$ cat src/rtl/tapx_pkg.sv
package tapx_pkg;

    typedef enum logic [3:0] {
        ST_RESET    = 4'd0,
        ST_IDLE     = 4'd1,
        ST_SEL_DR   = 4'd2,
        ST_CAP_DR   = 4'd3,
        ST_SH_DR    = 4'd4,
        ST_EX1_DR   = 4'd5,
        ST_PAUSE_DR = 4'd6,
        ST_EX2_DR   = 4'd7,
        ST_UPD_DR   = 4'd8,
        ST_SEL_IR   = 4'd9,
        ST_CAP_IR   = 4'd10,
        ST_SH_IR    = 4'd11,
        ST_EX1_IR   = 4'd12,
        ST_PAUSE_IR = 4'd13,
        ST_EX2_IR   = 4'd14,
        ST_UPD_IR   = 4'd15
    } tap_state_e;

endpackage

$ cat src/rtl/tapx_fsm.sv
module tapx_fsm
    import tapx_pkg::*;
(
    input  logic       tck,
    input  logic       trst_n,
    input  logic       tms,
    output tap_state_e state_q
);

    tap_state_e state_d;

    always_comb begin
        state_d = state_q;
        unique case (state_q)
            ST_RESET:    state_d = tms ? ST_RESET    : ST_IDLE;
            ST_IDLE:     state_d = tms ? ST_SEL_DR   : ST_IDLE;
            ST_SEL_DR:   state_d = tms ? ST_SEL_IR   : ST_CAP_DR;
            ST_CAP_DR:   state_d = tms ? ST_EX1_DR   : ST_SH_DR;
            ST_SH_DR:    state_d = tms ? ST_EX1_DR   : ST_SH_DR;
            ST_EX1_DR:   state_d = tms ? ST_UPD_DR   : ST_PAUSE_DR;
            ST_PAUSE_DR: state_d = tms ? ST_EX2_DR   : ST_PAUSE_DR;
            ST_EX2_DR:   state_d = tms ? ST_UPD_DR   : ST_SH_DR;
            ST_UPD_DR:   state_d = tms ? ST_SEL_DR   : ST_IDLE;
            ST_SEL_IR:   state_d = tms ? ST_RESET    : ST_CAP_IR;
            ST_CAP_IR:   state_d = tms ? ST_EX1_IR   : ST_SH_IR;
            ST_SH_IR:    state_d = tms ? ST_EX1_IR   : ST_SH_IR;
            ST_EX1_IR:   state_d = tms ? ST_UPD_IR   : ST_PAUSE_IR;
            ST_PAUSE_IR: state_d = tms ? ST_EX2_IR   : ST_PAUSE_IR;
            ST_EX2_IR:   state_d = tms ? ST_UPD_IR   : ST_SH_IR;
            ST_UPD_IR:   state_d = tms ? ST_SEL_DR   : ST_IDLE;
            default:     state_d = ST_RESET;
        endcase
    end

    always_ff @(posedge tck or negedge trst_n) begin
        if (!trst_n) state_q <= ST_RESET;
        else         state_q <= state_d;
    end

endmodule

$ cat src/rtl/tapx_ir.sv
module tapx_ir
    import tapx_pkg::*;
#(
    parameter int              IR_W     = 5,
    parameter logic [IR_W-1:0] ERASE_OP = 5'h0F,
    parameter bit              HAS_NVM  = 1'b1
) (
    input  logic            tck,
    input  logic            trst_n,
    input  tap_state_e      state_q,
    input  logic            tdi,
    input  logic            prot_i,
    input  logic            erase_done_i,
    output logic [IR_W-1:0] ir_q,
    output logic            ir_tdo,
    output logic            busy,
    output logic            erase_start
);

    localparam logic [IR_W-1:0] BYPASS_OP = '1;
    localparam int              BUSY_POS  = 2;
    localparam int              PROT_POS  = IR_W - 1;

    typedef struct packed {
        logic [IR_W-1:0] sh;
        logic [IR_W-1:0] ir;
        logic            busy;
        logic            start;
    } ir_regs_t;

    ir_regs_t        r_d, r_q;
    logic [IR_W-1:0] cap_val;
    logic            load_erase;

    always_comb begin
        cap_val           = '0;
        cap_val[0]        = 1'b1;
        cap_val[BUSY_POS] = r_q.busy;
        cap_val[PROT_POS] = prot_i;
    end

    assign load_erase = HAS_NVM && (r_q.sh == ERASE_OP) && !r_q.busy;

    always_comb begin
        r_d       = r_q;
        r_d.start = 1'b0;
        if (r_q.busy && erase_done_i) begin
            r_d.busy = 1'b0;
        end
        unique case (state_q)
            ST_RESET:  r_d.ir = BYPASS_OP;
            ST_CAP_IR: r_d.sh = cap_val;
            ST_SH_IR:  r_d.sh = {tdi, r_q.sh[IR_W-1:1]};
            ST_UPD_IR: begin
                r_d.ir = r_q.sh;
                if (load_erase) begin
                    r_d.busy  = 1'b1;
                    r_d.start = 1'b1;
                end
            end
            default: ;
        endcase
    end

    always_ff @(posedge tck or negedge trst_n) begin
        if (!trst_n) begin
            r_q.sh    <= '0;
            r_q.ir    <= BYPASS_OP;
            r_q.busy  <= 1'b0;
            r_q.start <= 1'b0;
        end else begin
            r_q <= r_d;
        end
    end

    assign ir_q        = r_q.ir;
    assign ir_tdo      = r_q.sh[0];
    assign busy        = r_q.busy;
    assign erase_start = r_q.start;

endmodule

$ cat src/rtl/tapx_dr.sv
module tapx_dr
    import tapx_pkg::*;
#(
    parameter int              IR_W     = 5,
    parameter logic [IR_W-1:0] HALT_OP  = 5'h11,
    parameter logic [IR_W-1:0] ERASE_OP = 5'h0F
) (
    input  logic            tck,
    input  logic            trst_n,
    input  tap_state_e      state_q,
    input  logic [IR_W-1:0] ir_q,
    input  logic            tdi,
    output logic            dr_tdo,
    output logic            cpu_halt
);

    typedef struct packed {
        logic sh;
        logic halt;
    } dr_regs_t;

    dr_regs_t r_d, r_q;
    logic     sel_halt;
    logic     sel_erase;

    assign sel_halt  = (ir_q == HALT_OP);
    assign sel_erase = (ir_q == ERASE_OP);

    always_comb begin
        r_d = r_q;
        unique case (state_q)
            ST_RESET:  r_d.halt = 1'b0;
            ST_CAP_DR: r_d.sh   = sel_halt ? r_q.halt : 1'b0;
            ST_SH_DR:  r_d.sh   = sel_erase ? 1'b0 : tdi;
            ST_UPD_DR: if (sel_halt) r_d.halt = r_q.sh;
            default: ;
        endcase
    end

    always_ff @(posedge tck or negedge trst_n) begin
        if (!trst_n) begin
            r_q.sh   <= 1'b0;
            r_q.halt <= 1'b0;
        end else begin
            r_q <= r_d;
        end
    end

    assign dr_tdo   = r_q.sh;
    assign cpu_halt = r_q.halt;

endmodule

$ cat src/rtl/jtag_halt_erase.sv
module jtag_halt_erase
    import tapx_pkg::*;
#(
    parameter int              IR_W     = 5,
    parameter logic [IR_W-1:0] ERASE_OP = 5'h0F,
    parameter logic [IR_W-1:0] HALT_OP  = 5'h11,
    parameter bit              HAS_NVM  = 1'b1
) (
    input  logic tck,
    input  logic trst_n,
    input  logic tms,
    input  logic tdi,
    input  logic prot_i,
    input  logic erase_done_i,
    output logic tdo,
    output logic cpu_halt,
    output logic erase_start
);

    tap_state_e      state_q;
    logic [IR_W-1:0] ir_q;
    logic            ir_tdo;
    logic            dr_tdo;
    logic            busy;

    tapx_fsm u_fsm (
        .tck     (tck),
        .trst_n  (trst_n),
        .tms     (tms),
        .state_q (state_q)
    );

    tapx_ir #(
        .IR_W     (IR_W),
        .ERASE_OP (ERASE_OP),
        .HAS_NVM  (HAS_NVM)
    ) u_ir (
        .tck          (tck),
        .trst_n       (trst_n),
        .state_q      (state_q),
        .tdi          (tdi),
        .prot_i       (prot_i),
        .erase_done_i (erase_done_i),
        .ir_q         (ir_q),
        .ir_tdo       (ir_tdo),
        .busy         (busy),
        .erase_start  (erase_start)
    );

    tapx_dr #(
        .IR_W     (IR_W),
        .HALT_OP  (HALT_OP),
        .ERASE_OP (ERASE_OP)
    ) u_dr (
        .tck      (tck),
        .trst_n   (trst_n),
        .state_q  (state_q),
        .ir_q     (ir_q),
        .tdi      (tdi),
        .dr_tdo   (dr_tdo),
        .cpu_halt (cpu_halt)
    );

    always_comb begin
        unique case (state_q)
            ST_SH_IR: tdo = ir_tdo;
            ST_SH_DR: tdo = dr_tdo;
            default:  tdo = 1'b0;
        endcase
    end

endmodule

$ cat config.mk
export PLATFORM = sky130hd
export DESIGN_NAME = jtag_halt_erase
export DESIGN_NICKNAME = d
export VERILOG_FILES = /design/src/rtl/tapx_pkg.sv /design/src/rtl/tapx_fsm.sv /design/src/rtl/tapx_ir.sv /design/src/rtl/tapx_dr.sv /design/src/rtl/jtag_halt_erase.sv
export SDC_FILE = /design/constraint.sdc
export NUM_CORES = 1
export LEC_CHECK = 0
export ABC_AREA = 1
export BUFFER_PORTS_ARGS = -buffer_cell sky130_fd_sc_hd__buf_2
export CORE_MARGIN = 3
export CORE_UTILIZATION = 60
export DETAILED_ROUTE_END_ITERATION = 6
export PLACE_DENSITY = 0.8
export REMOVE_ABC_BUFFERS = 1
export SYNTH_ARGS = -nofsm -noshare
export SYNTH_HDL_FRONTEND = slang
export SYNTH_SLANG_ARGS = --single-unit
$ cat constraint.sdc
create_clock -name tck -period 4.12 [get_ports tck]
set_clock_uncertainty 0.2 [all_clocks]
set_input_delay 1.03 -clock tck [delete_from_list [all_inputs] [get_ports tck]]
set_output_delay 1.03 -clock tck [all_outputs]
set_load 0.03 [all_outputs]
# [After elaboration in Yosys (flattened, before gate mapping)]
# Index checks and enable logic that the tools add are counted.
[op_classes] eq_ne=19 muxes=24 reduce_logical=12
[ops] op="4-bit case mux with 12 select lines" count=1
[ops] op="4-bit == test, second input constant" count=8
[ops] op="5-bit case mux with 2 select lines" count=2
[ops] op="4-bit by 3-bit == test with 1-bit output, second input constant" count=4
[ops] op="4-bit 2-to-1 mux" count=4
[ops] op="5-bit by 4-bit == test with 1-bit output, second input constant" count=2
[ops] op="2-bit 2-to-1 mux" count=5
[ops] op="4-bit by 2-bit == test with 1-bit output, second input constant" count=2
[ops] op="2-bit nonzero test" count=4
[ops] op="1-bit 2-to-1 mux" count=7
[ops] op="3-bit 2-to-1 mux" count=2
[ops] op="1-bit case mux with 2 select lines" count=3
[ops] op="5-bit == test, second input constant" count=1
[ops] op="4-bit by 1-bit == test with 1-bit output, second input constant" count=1
[ops] op="4-bit zero test" count=1
[ops] op="2-bit OR reduction" count=2
[ops] op="3-bit OR reduction" count=1
[ops] op="1-bit logical AND" count=2
[ops] op="2-bit by 1-bit != test with 1-bit output, second input constant" count=1
[ops] op="2-bit AND reduction" count=1
[ops] op="1-bit zero test" count=1
[totals] ff_bits=18 wordCells=62

# [Logic depth before layout (Yosys ltp)]
# Gate-level depths: netlist of the first run.
[logic_depth] ltp_word=4 depth_mapped=8 mapped_depth_nobuf=8

# [Hierarchy]
# From an unflattened synthesis of the first run, not the netlist that was laid out.
[hier_totals] hier_cells=187 area_unflattened_um2=1218.7
[modules_own_cells] mod="tapx_ir" n_inst=1 cells_each=88 area_each_um2=651.9 seq_area_each_um2=306.5
[modules_own_cells] mod="tapx_fsm" n_inst=1 cells_each=55 area_each_um2=335.3 seq_area_each_um2=100.1
[modules_own_cells] mod="tapx_dr" n_inst=1 cells_each=34 area_each_um2=193.9 seq_area_each_um2=50.0
[modules_own_cells] mod="jtag_halt_erase" n_inst=1 cells_each=10 area_each_um2=37.5 seq_area_each_um2=0.0

# [Worst setup path after synthesis of the first run]
# Ideal clock, no wire load.
[synth_timing] path_type="reg-to-output" start="register u_fsm.state_q[2]" end="output tdo" arrival_time_ns=1.410 required_ns=2.890 path_slack_ns=1.480 path_stages_with_launch=5 cell_sequence="dfrtp_1 inv_1 nor2_4 nand2_1 o21ai_0"
[synth_via] elab_chain_len=2 elab_cells_between_ends=3
[synth_rtl] item="from (decl)" line="tapx_fsm.sv:7" text="output tap_state_e state_q"
[synth_rtl] item="from (signal assigned)" line="tapx_fsm.sv:37" text="else state_q <= state_d;"
[synth_rtl] item="4-bit by 3-bit == test with 1-bit output or 4-bit == test (tied branches)" line="jtag_halt_erase.sv:65" text="unique case (state_q)"
[synth_rtl] item="1-bit case mux with 2 select lines *" line="jtag_halt_erase.sv:65"
[synth_rtl] item="to (decl)" line="jtag_halt_erase.sv:15" text="output logic tdo,"
# Every way passes the cells marked *; elsewhere a longest branch is shown, timed or not.

# [Final worst setup path of the first run]
[layout_timing] start="register u_fsm.state_q[1]" end="output tdo"
# Same word-level chain as after synthesis.

==> results.ini, run 1 <==
[power_and_ir_drop]
p_leak_uw = 0.000608
switching_share = 0.443
p_sw_uw = 287
share_seq_of_total_power = 0.428
pwr-share-comb = 0.402
intPower_uw = 361
p_per_area_nw_per_um2 = 588
clkPwrFrac = 0.170
irDropWorstVdd_v = 0.000346

[timing]
rsz0062_at_grt = false
setup_violations = 0
final_max_slew_viol_count = 0
hold_violations = 0
tightestPinTransition_ns = 0.402
fin_crit_sh = 0.675
finalSetupTns_ns = 0
slew_headroom = 0.732
holdWs_ns = 0.294
min_period_ns = 2.78
max_freq_mhz = 359

[placed_design]
numPortBuffers = 8
place_hpwl_um = 1570
gp_congestion = 0.896
placed_area_um2 = 1060

[cts]
clkLatencyLatePin_ns = 0.30
cts_resized = 0
clock-sinks = 18
root_buffer = clkbuf_4
clk_pin_slew_ns = 0.11
post-cts-setup-buffers = 0
numCtsBuffers = 3
cts_buffer_depth = 2
cts_tree = yes
ctsHoldBuffers = 0
htreeDepth = 1

[routing]
wirelength_um = 2190
first_iter_violations = 47
drtPass1Iterations = 6
wire_per_inst_um = 13.3
postRouteAntennaNets = 0
routed_via_density = 5.79
vias = 956
drc = 0

[global_route]
grt_max_degree = 19
grt_pass1_wl_um = 3560
grt.overflow.total = 0
grt_pass1_vias = 826
antenna_found_initial = 0
grt_use_total = 0.230

[floorplanning]
die_x_um = 46.9
ios = 9
die_h_um = 46.9
start_util = 0.652
core_area_um2 = 1540
rows = 14
dieArea_um2 = 2200

[synthesis]
ys_types = 23
ys_seq_elements = 18
yosys.area.top_type = dfrtp_1
synthFlopType = dfrtp_1
synth-seq-area-share = 0.455
synth_cells = 137
synth_edf_count = 0
synth-async-reset-ratio = 1.00
synth_top_area_share = 0.324
yosys-top-cells-area = dfrtp_1, nand2_1, dfstp_2
synth_common_cells = nand2_1, inv_1, nor2_1, dfrtp_1, nand3_1
yosysMostFrequentCell = nand2_1
syn_area_per_cell_um2 = 7.33
synth_warnings = 0
syn_area_um2 = 1000

[cells_and_area]
nFillCells = 122
area.growth.synth_to_final_pct = 9.59
finalInstanceArea_um2 = 1100
diodes = 0
fin_nets = 156
layout-drive-gt1-share = 0.174

[worst_setup_path]
cp.arrival_ns = 1.55
worstPathMaxFanout = 5
required_ns = 2.89
end_kind = output pin
critPathLaunchType = flip-flop
crit_chain = nor2_1, nand2_1, o21ai_0, buf_2
crit_type = flip-flop to output pin
slowest_delay_ns = 0.45
critical_path.slowest_cell = dfrtp_1

[run]
cap_violations = 0

[outcome]
status = complete, no violations

[min_path]
min_path_type = flip-flop to flip-flop

layout by cell type (no fill, tap or decap), drive strengths merged:
master	instances
a21oi	8
or2	1
clkbuf	4
a31oi	1
dfrtp	13
nand2	42
o21ai	10
o211ai	2
inv	18
o22a	1
o22ai	2
o21bai	1
buf	8
dfstp	5
nor2	17
nor3	1
nand3	12
o21a	1
clkinv	1
nand3b	1
flip-flops by register name, indices dropped and copies added (netlist names):
name and cells:
u_ir.ir_q 5, u_fsm.state_q 4, u_ir.r_q 4, u_dr.cpu_halt 1
u_dr.dr_tdo 1, u_ir.busy 1, u_ir.erase_start 1, u_ir.ir_tdo 1
area by class of cell:
cell class                      count  area, um2  share of cell area
Timing Repair Buffer                8       40.0              0.0364
Tap cell                           16       20.0              0.0182
Multi-Input combinational cell    100        475               0.432
Sequential cell                    18        457               0.415
Inverter                           19       72.6              0.0659
Clock buffer                        4       36.3              0.0330
stage by stage:
step	total power, uW	cells	util	setup WS, ns
final	647	165	0.714	1.34
after global routing	697	165	0.714	1.27
after CTS	642	165	0.714	1.39
after detailed placement	530	161	0.691	1.78
after global placement	529	161	0.691	1.79
after floorplan	466	137	-	1.48
cells by family (layout without fill, tap and decap cells):
group	count (synthesis)	count (layout)	share of synthesized area
simple gates	74	74	0.326
compound gates	26	26	0.147
buf+inv	19	31	0.0722
flops	18	18	0.455
layer usage:
metal  vias up  routed length (um)  track usage
li1        473                   -            -
met1       423                 945        0.310
met2        60                1030        0.374
met3         0                 217       0.0345
met4         0                   0       0.0829
met5         -                   0            0
worst paths after layout:
kind / start / to / slack [ns] / cells after the start
worst max-delay path: u_fsm.state_q[1] / tdo / 1.34 / 4
worst min-delay path: u_ir.ir_q[2] / u_ir.ir_q[2] / 0.29 / 2
worst max register to register: u_fsm.state_q[0] / u_fsm.state_q[1] / 2.54 / 6
worst min register to register: u_ir.ir_q[2] / u_ir.ir_q[2] / 0.29 / 2
max in group asynchronous: trst_n / u_ir.ir_q[3] / 2.95 / 1
min in group asynchronous: trst_n / u_dr.cpu_halt / 0.44 / 1
critical path, delay by kind of cell (launching register included):
| kind | cells | cell delay [ns] |
|---|---|---|
| DFF | 1 | 0.45 |
| and+or+nand+nor | 2 | 0.43 |
| buffers and inverters | 1 | 0.21 |
| AOI/OAI and AO/OA | 1 | 0.16 |
power by group through the flow:
| stage | registers [uW] | clock network [uW] | logic (uW) |
|---|---|---|---|
| finish | 277 | 110 | 260 |
| global route | 284 | 121 | 292 |
| CTS | 275 | 111 | 255 |
| detailed placement | 277 | 0 | 253 |
| global placement | 275 | 0 | 254 |
| floorplan | 266 | 0 | 199 |
No activity file was read; power rests on OpenSTA's default activity.
==> run 2, diff against run 1 <==
--- a/config.mk
+++ b/config.mk
@@ -5,12 +5,12 @@
 export SDC_FILE = /design/constraint.sdc
 export NUM_CORES = 1
 export LEC_CHECK = 0
-export ABC_AREA = 1
+export ABC_AREA = 0
 export BUFFER_PORTS_ARGS = -buffer_cell sky130_fd_sc_hd__buf_2
 export CORE_MARGIN = 3
-export CORE_UTILIZATION = 60
+export CORE_UTILIZATION = 57
 export DETAILED_ROUTE_END_ITERATION = 6
-export PLACE_DENSITY = 0.8
+export PLACE_DENSITY = 0.77
 export REMOVE_ABC_BUFFERS = 1
 export SYNTH_ARGS = -nofsm -noshare
 export SYNTH_HDL_FRONTEND = slang
==> constraint.sdc (replaced) <==
create_clock -name tck -period 2.79 [get_ports tck]
set_clock_uncertainty 0.2 [all_clocks]
set_input_delay 0.6975 -clock tck [delete_from_list [all_inputs] [get_ports tck]]
set_output_delay 0.6975 -clock tck [all_outputs]
set_load 0.03 [all_outputs]
==> run 2 against run 1 <==
  * Critical path depth unchanged
  * Die area up 9.9%
  * Flip-flop and latch count unchanged
  * Sequential share of layout area down 0.14 points
  * Total power up 81%
  * Hold slack worse by 0.18 ns
  * Non-clock buffer count up 1
  * Clock power up 17%
  * Routed wire length down 9.2%
  * Global-route usage down 5.5 points
  * Register-to-register slack worse by 1.6 ns
  * Final cell count down 12%
==> results.ini, run 2 <==
[outcome]
status = complete, no violations  ; unchanged

[cts]
clkLatencyLatePin_ns = 0.28  ; was 0.30 ns
ctsHoldBuffers = 0  ; unchanged
cts_tree = yes  ; unchanged
numCtsBuffers = 3  ; unchanged
root_buffer = clkbuf_4  ; unchanged
post-cts-setup-buffers = 0  ; unchanged
htreeDepth = 1  ; unchanged
cts_resized = 0  ; unchanged
clk_pin_slew_ns = 0.09  ; was 0.11 ns
clock-sinks = 18  ; unchanged
cts_buffer_depth = 2  ; unchanged

[routing]
vias = 862  ; was 956
wirelength_um = 1990  ; was 2190 um
wl_met3_um = 111  ; was 217 um
wl_met2_um = 901  ; was 1030 um
wire_per_inst_um = 13.6  ; was 13.3 um
first_iter_violations = 31  ; was 47
met1_length_um = 967  ; was 945 um
maxUsedRoutingLayer = met4  ; was met3
postRouteAntennaNets = 0  ; unchanged
routed_via_density = 5.90  ; was 5.79
drc = 0  ; unchanged
drtPass1Iterations = 4  ; was 6

[synthesis]
syn_area_um2 = 1060  ; was 1000 um2
synth_top_area_share = 0.306  ; was 0.324
yosysMostFrequentCell = nand2_1  ; unchanged
yosys-top-cells-area = dfrtp_1, dfstp_2, o21ai_0  ; was dfrtp_1, nand2_1, dfstp_2
yosys.area.top_type = dfrtp_1  ; unchanged
synth_edf_count = 0  ; unchanged
synth-seq-area-share = 0.429  ; was 0.455
ys_seq_elements = 18  ; unchanged
ys_types = 36  ; was 23
synth_cells = 117  ; was 137
synth-async-reset-ratio = 1.00  ; unchanged
synth_common_cells = nand2_1, o21ai_0, dfrtp_1  ; was nand2_1, inv_1, nor2_1, dfrtp_1, nand3_1
synthFlopType = dfrtp_1  ; unchanged
synth_warnings = 0  ; unchanged
syn_area_per_cell_um2 = 9.09  ; was 7.33 um2

[placed_design]
numPortBuffers = 8  ; unchanged
place_hpwl_um = 1420  ; was 1570 um
dp.cells = 142  ; was 161
gp_congestion = 0.876  ; was 0.896

[floorplanning]
core_area_um2 = 1630  ; was 1540 um2
start_util = 0.653  ; was 0.652
ios = 9  ; unchanged
die_h_um = 49.2  ; was 46.9 um
rows = 14  ; unchanged
die_x_um = 49.2  ; was 46.9 um
dieArea_um2 = 2420  ; was 2200 um2

[global_route]
grt.overflow.total = 0  ; unchanged
grt_pass1_vias = 742  ; was 826
antenna_found_initial = 0  ; unchanged
grt_use_total = 0.175  ; was 0.230
grt_pass1_wl_um = 3350  ; was 3560 um
grt_max_degree = 20  ; was 19

[worst_setup_path]
end_kind = output pin  ; unchanged
worstPathMaxFanout = 19  ; was 5
cp.arrival_ns = 1.54  ; was 1.55 ns
rrSetupSlack_ns = 0.94  ; was 2.54 ns
critPathLaunchType = flip-flop  ; unchanged
worstReg2RegStart = u_fsm.state_q[0]  ; unchanged
rr_endpoint = u_dr.dr_tdo  ; was u_fsm.state_q[1]
r2r.worst_path.cells = 5  ; was 6
crit_type = flip-flop to output pin  ; unchanged
required_ns = 1.89  ; was 2.89 ns

[cells_and_area]
area.growth.synth_to_final_pct = 3.88  ; was 9.59%
layout_common_cells = nand2_1, o21ai_0, dfrtp_1  ; was nand2_1, inv_1, nor2_1
regArea_um2 = 457  ; unchanged
fin_nets = 129  ; was 156
nFillCells = 135  ; was 122
diodes = 0  ; unchanged
final_cells = 146  ; was 165
layout-drive-gt1-share = 0.205  ; was 0.174
largest_reg_flops = 5  ; unchanged
layout_commonest_cell = nand2_1  ; unchanged
multi_input_area_um2 = 526  ; was 475 um2

[timing]
slew_headroom = 0.608  ; was 0.732
setup_violations = 0  ; unchanged
rsz0062_at_grt = false  ; unchanged
hold_violations = 0  ; unchanged
min_period_ns = 2.44
tightestPinTransition_ns = 0.587  ; was 0.402 ns
final_max_slew_viol_count = 0  ; unchanged
finalSetupTns_ns = 0  ; unchanged
max_freq_mhz = 410
fin_crit_sh = 0.874

[power_and_ir_drop]
p_per_area_nw_per_um2 = 1060  ; was 588 nW/um2
irDropWorstVdd_v = 0.000668  ; was 0.000346 V
p_leak_uw = 0.000502  ; was 0.000608 uW

[run]
cap_violations = 0  ; unchanged

[min_path]
min_path_type = input pin to asynchronous set/reset pin  ; was flip-flop to flip-flop

[run 2: final cells by class]
class	instances	area share
clock buffer	4	0.0238
inverter	5	0.0170
multi-input combinational	86	0.476
sequential	18	0.413
tap	24	0.0272
timing repair buffer	9	0.0430
[run 2: worst max-delay path, stage by stage, from the launching register on]
cell and delay [ns]:
dfrtp_1 0.61, nor2b_1 0.23, nand4_1 0.11, nand2_1 0.11, buf_2 0.19
[run 2: worst max-delay path by stage]
stage | startpoint | endpoint | slack (ns) | cells past startpoint
6_report | u_fsm.state_q[2] | tdo | 0.35 | 4
5_1_grt | u_fsm.state_q[2] | tdo | 0.22 | 4
4_1_cts | u_fsm.state_q[2] | tdo | 0.37 | 4
3_5_place_dp | u_fsm.state_q[2] | tdo | 0.69 | 4
3_3_place_gp | u_fsm.state_q[2] | tdo | 0.74 | 4
2_1_floorplan | u_fsm.state_q[0] | tdo | 0.80 | 2
[run 2: power breakdown]
part           internal [uW]  total (uW)  switching [uW]
Sequential               379         572             193
Clock                   55.5         129            73.0
Combinational            209         474             265
Total                    644        1170             531
[run 2: logic make-up after synthesis]
family / Yosys count / share of synthesized area
simple gates: 46 / 0.248
compound gates: 35 / 0.199
flops: 18 / 0.429
buf+inv: 13 / 0.0765
mux: 4 / 0.0388
xor+xnor: 1 / 0.00824
[run 2: per-layer routing]
layer  global-route usage  vias to the layer above
met5                    0                        -
met4               0.0284                        0
met1                0.251                      405
met3               0.0459                        2
li1                     -                      428
met2                0.268                       27
[run 2: per-stage QoR]
| step | power (uW) | util | cell area [um2] | hold WS [ns] | setup WS [ns] |
|---|---|---|---|---|---|
| 2_1_floorplan | 893 | - | 1000 | 0.202 | 0.805 |
| 3_3_place_gp | 1020 | 0.662 | 1080 | 0.298 | 0.740 |
| 3_5_place_dp | 1040 | 0.662 | 1080 | 0.299 | 0.690 |
| 4_1_cts | 1170 | 0.678 | 1100 | 0.130 | 0.365 |
| 5_1_grt | 1280 | 0.678 | 1100 | 0.119 | 0.220 |
| 6_report | 1170 | 0.678 | 1100 | 0.114 | 0.353 |
==> run 3, diff against run 2 <==
--- a/config.mk
+++ b/config.mk
@@ -7,10 +7,12 @@
 export LEC_CHECK = 0
 export ABC_AREA = 0
 export BUFFER_PORTS_ARGS = -buffer_cell sky130_fd_sc_hd__buf_2
+export CELL_PAD_IN_SITES_DETAIL_PLACEMENT = 0
+export CELL_PAD_IN_SITES_GLOBAL_PLACEMENT = 1
 export CORE_MARGIN = 3
-export CORE_UTILIZATION = 57
+export CORE_UTILIZATION = 40
 export DETAILED_ROUTE_END_ITERATION = 6
-export PLACE_DENSITY = 0.77
+export PLACE_DENSITY_LB_ADDON = 0.1
 export REMOVE_ABC_BUFFERS = 1
 export SYNTH_ARGS = -nofsm -noshare
 export SYNTH_HDL_FRONTEND = slang
==> constraint.sdc (replaced) <==
create_clock -name tck -period 2.2 [get_ports tck]
set_clock_uncertainty 0.2 [all_clocks]
set_input_delay 0.55 -clock tck [delete_from_list [all_inputs] [get_ports tck]]
set_output_delay 0.55 -clock tck [all_outputs]
set_load 0.03 [all_outputs]
==> run 3 against run 2 <==
  * Count of clock-buffer cells in the layout stayed put
  * Total power rose by 36%
  * Flip-flop and latch count is the same
  * Global-route usage down 1.5 points
  * Hold slack improved by 0.20 ns
  * Critical path depth unchanged
  * Critical path type unchanged
  * Critical endpoint unchanged
  * Largest power group is now combinational cells
==> results.ini, run 3 (synthesis results as in run 2) <==
[global_route]
grt_pass1_wl_um = 4080  ; was 3350 um
grt.overflow.total = 0  ; unchanged
antenna_found_initial = 0  ; unchanged
grt_pass1_vias = 849  ; was 742
grt_use_total = 0.160  ; was 0.175
grt_max_degree = 19  ; was 20

[routing]
wire_per_inst_um = 14.8  ; was 13.6 um
postRouteAntennaNets = 0  ; unchanged
routed_via_density = 5.62  ; was 5.90
drc = 0  ; unchanged
wirelength_um = 2310  ; was 1990 um
vias = 877  ; was 862
drtPass1Iterations = 4  ; unchanged
first_iter_violations = 23  ; was 31

[cts]
htreeDepth = 1  ; unchanged
numCtsBuffers = 3  ; unchanged
cts_buffer_depth = 2  ; unchanged
clkLatencyLatePin_ns = 0.30  ; was 0.28 ns
root_buffer = clkbuf_4  ; unchanged
clock-sinks = 18  ; unchanged
post-cts-setup-buffers = 0  ; unchanged
cts_tree = yes  ; unchanged
clk_pin_slew_ns = 0.11  ; was 0.09 ns

[floorplanning]
die_x_um = 57.6  ; was 49.2 um
core_area_um2 = 2500  ; was 1630 um2
die_h_um = 57.6  ; was 49.2 um
rows = 18  ; was 14
start_util = 0.425  ; was 0.653
dieArea_um2 = 3310  ; was 2420 um2
ios = 9  ; unchanged

[run]
cap_violations = 0  ; unchanged

[min_path]
whs_path_depth = 3
min_path_type = input pin to flip-flop  ; was input pin to asynchronous set/reset pin
min_to = u_ir.busy
min-delay-start = erase_done_i

[timing]
rsz0062_at_grt = false  ; unchanged
fin_crit_sh = 0.935
finalSetupTns_ns = 0  ; unchanged
holdWs_ns = 0.310  ; was 0.114 ns
tightestPinTransition_ns = 0.417  ; was 0.587 ns
hold_violations = 0  ; unchanged
setup_violations = 0  ; unchanged
min_period_ns = 2.06
final_max_slew_viol_count = 0  ; unchanged
slew_headroom = 0.722  ; was 0.608
max_freq_mhz = 486

[worst_setup_path]
required_ns = 1.45  ; was 1.89 ns
critPathLaunchType = flip-flop  ; unchanged
end_kind = output pin  ; unchanged
worstReg2RegStart = u_fsm.state_q[0]  ; unchanged
crit_type = flip-flop to output pin  ; unchanged
r2r.worst_path.cells = 5  ; unchanged
cp.arrival_ns = 1.31  ; was 1.54 ns
rr_endpoint = u_ir.busy  ; was u_dr.dr_tdo
rrSetupSlack_ns = 0.51  ; was 0.94 ns
worstPathMaxFanout = 8  ; was 19

[outcome]
status = complete, no violations  ; unchanged

[cells_and_area]
fin_nets = 133  ; was 129
largest_reg_flops = 5  ; unchanged
layout_commonest_cell = nand2_1  ; unchanged
layout-drive-gt1-share = 0.246  ; was 0.205
layout_common_cells = nand2_1, o21ai_0, dfrtp_1  ; unchanged
diodes = 0  ; unchanged
utilization = 0.462  ; was 0.678
multi_input_area_um2 = 526  ; unchanged
finalInstanceArea_um2 = 1160  ; was 1100 um2
nFillCells = 238  ; was 135
regArea_um2 = 458  ; was 457 um2
area.growth.synth_to_final_pct = 8.71  ; was 3.88%

[placed_design]
gp_congestion = 0.756  ; was 0.876
place_hpwl_um = 1620  ; was 1420 um
numPortBuffers = 8  ; unchanged
placed_area_um2 = 1110  ; was 1080 um2

[power_and_ir_drop]
p_leak_uw = 0.000525  ; was 0.000502 uW
irDropWorstVdd_v = 0.000714  ; was 0.000668 V
power_uw = 1590  ; was 1170 uW
p_per_area_nw_per_um2 = 1380  ; was 1060 nW/um2

[run 3: worst max-delay path, cell delays in order, from the launching register on]
cell	delay [ns]
dfrtp_2	0.46
nor2b_1	0.19
nand4_1	0.11
nand2_1	0.07
buf_2	0.19
[run 3: layer usage]
layer | wire [um] | GRT usage | vias up
li1 | - | - | 441
met1 | 1110 | 0.222 | 415
met2 | 1040 | 0.244 | 19
met3 | 143 | 0.0430 | 2
met4 | 19 | 0.0497 | 0
met5 | 0 | 0 | -
[run 3: per-stage QoR]
stage,worst slack [ns],instances
floorplan,0.362,109
global placement,0.416,151
detailed placement,0.412,151
CTS,0.0675,156
global route,0.0127,156
finish,0.142,156
[run 3: report_power, final]
group / internal [uW] / switching (uW)
Clock: 101 / 109
Combinational: 303 / 445
Sequential: 485 / 150
[run 3: timing repair]
item / in CTS / in global routing
hold buffers: 1 / 0
resized for setup: 0 / 2
setup endpoints to repair: 0 / 1
endpoints found under the hold margin: 13 / 0
[run 3: layout make-up]
class | instances | area share
Multi-Input combinational cell | 86 | 0.455
Sequential cell | 18 | 0.396
Timing Repair Buffer | 13 | 0.0693
Tap cell | 30 | 0.0325
Clock buffer | 4 | 0.0314
Inverter | 5 | 0.0162
[run 3: worst max path at each step]
| stage | start | endpoint | slack, ns | cells after the start |
|---|---|---|---|---|
| 3_5_place_dp | u_fsm.state_q[3] | tdo | 0.41 | 4 |
| 3_3_place_gp | u_fsm.state_q[3] | tdo | 0.42 | 4 |
| 5_1_grt | u_fsm.state_q[3] | tdo | 0.01 | 4 |
| 6_report | u_fsm.state_q[3] | tdo | 0.14 | 4 |
| 2_1_floorplan | u_fsm.state_q[0] | tdo | 0.36 | 2 |
| 4_1_cts | u_fsm.state_q[3] | tdo | 0.07 | 4 |
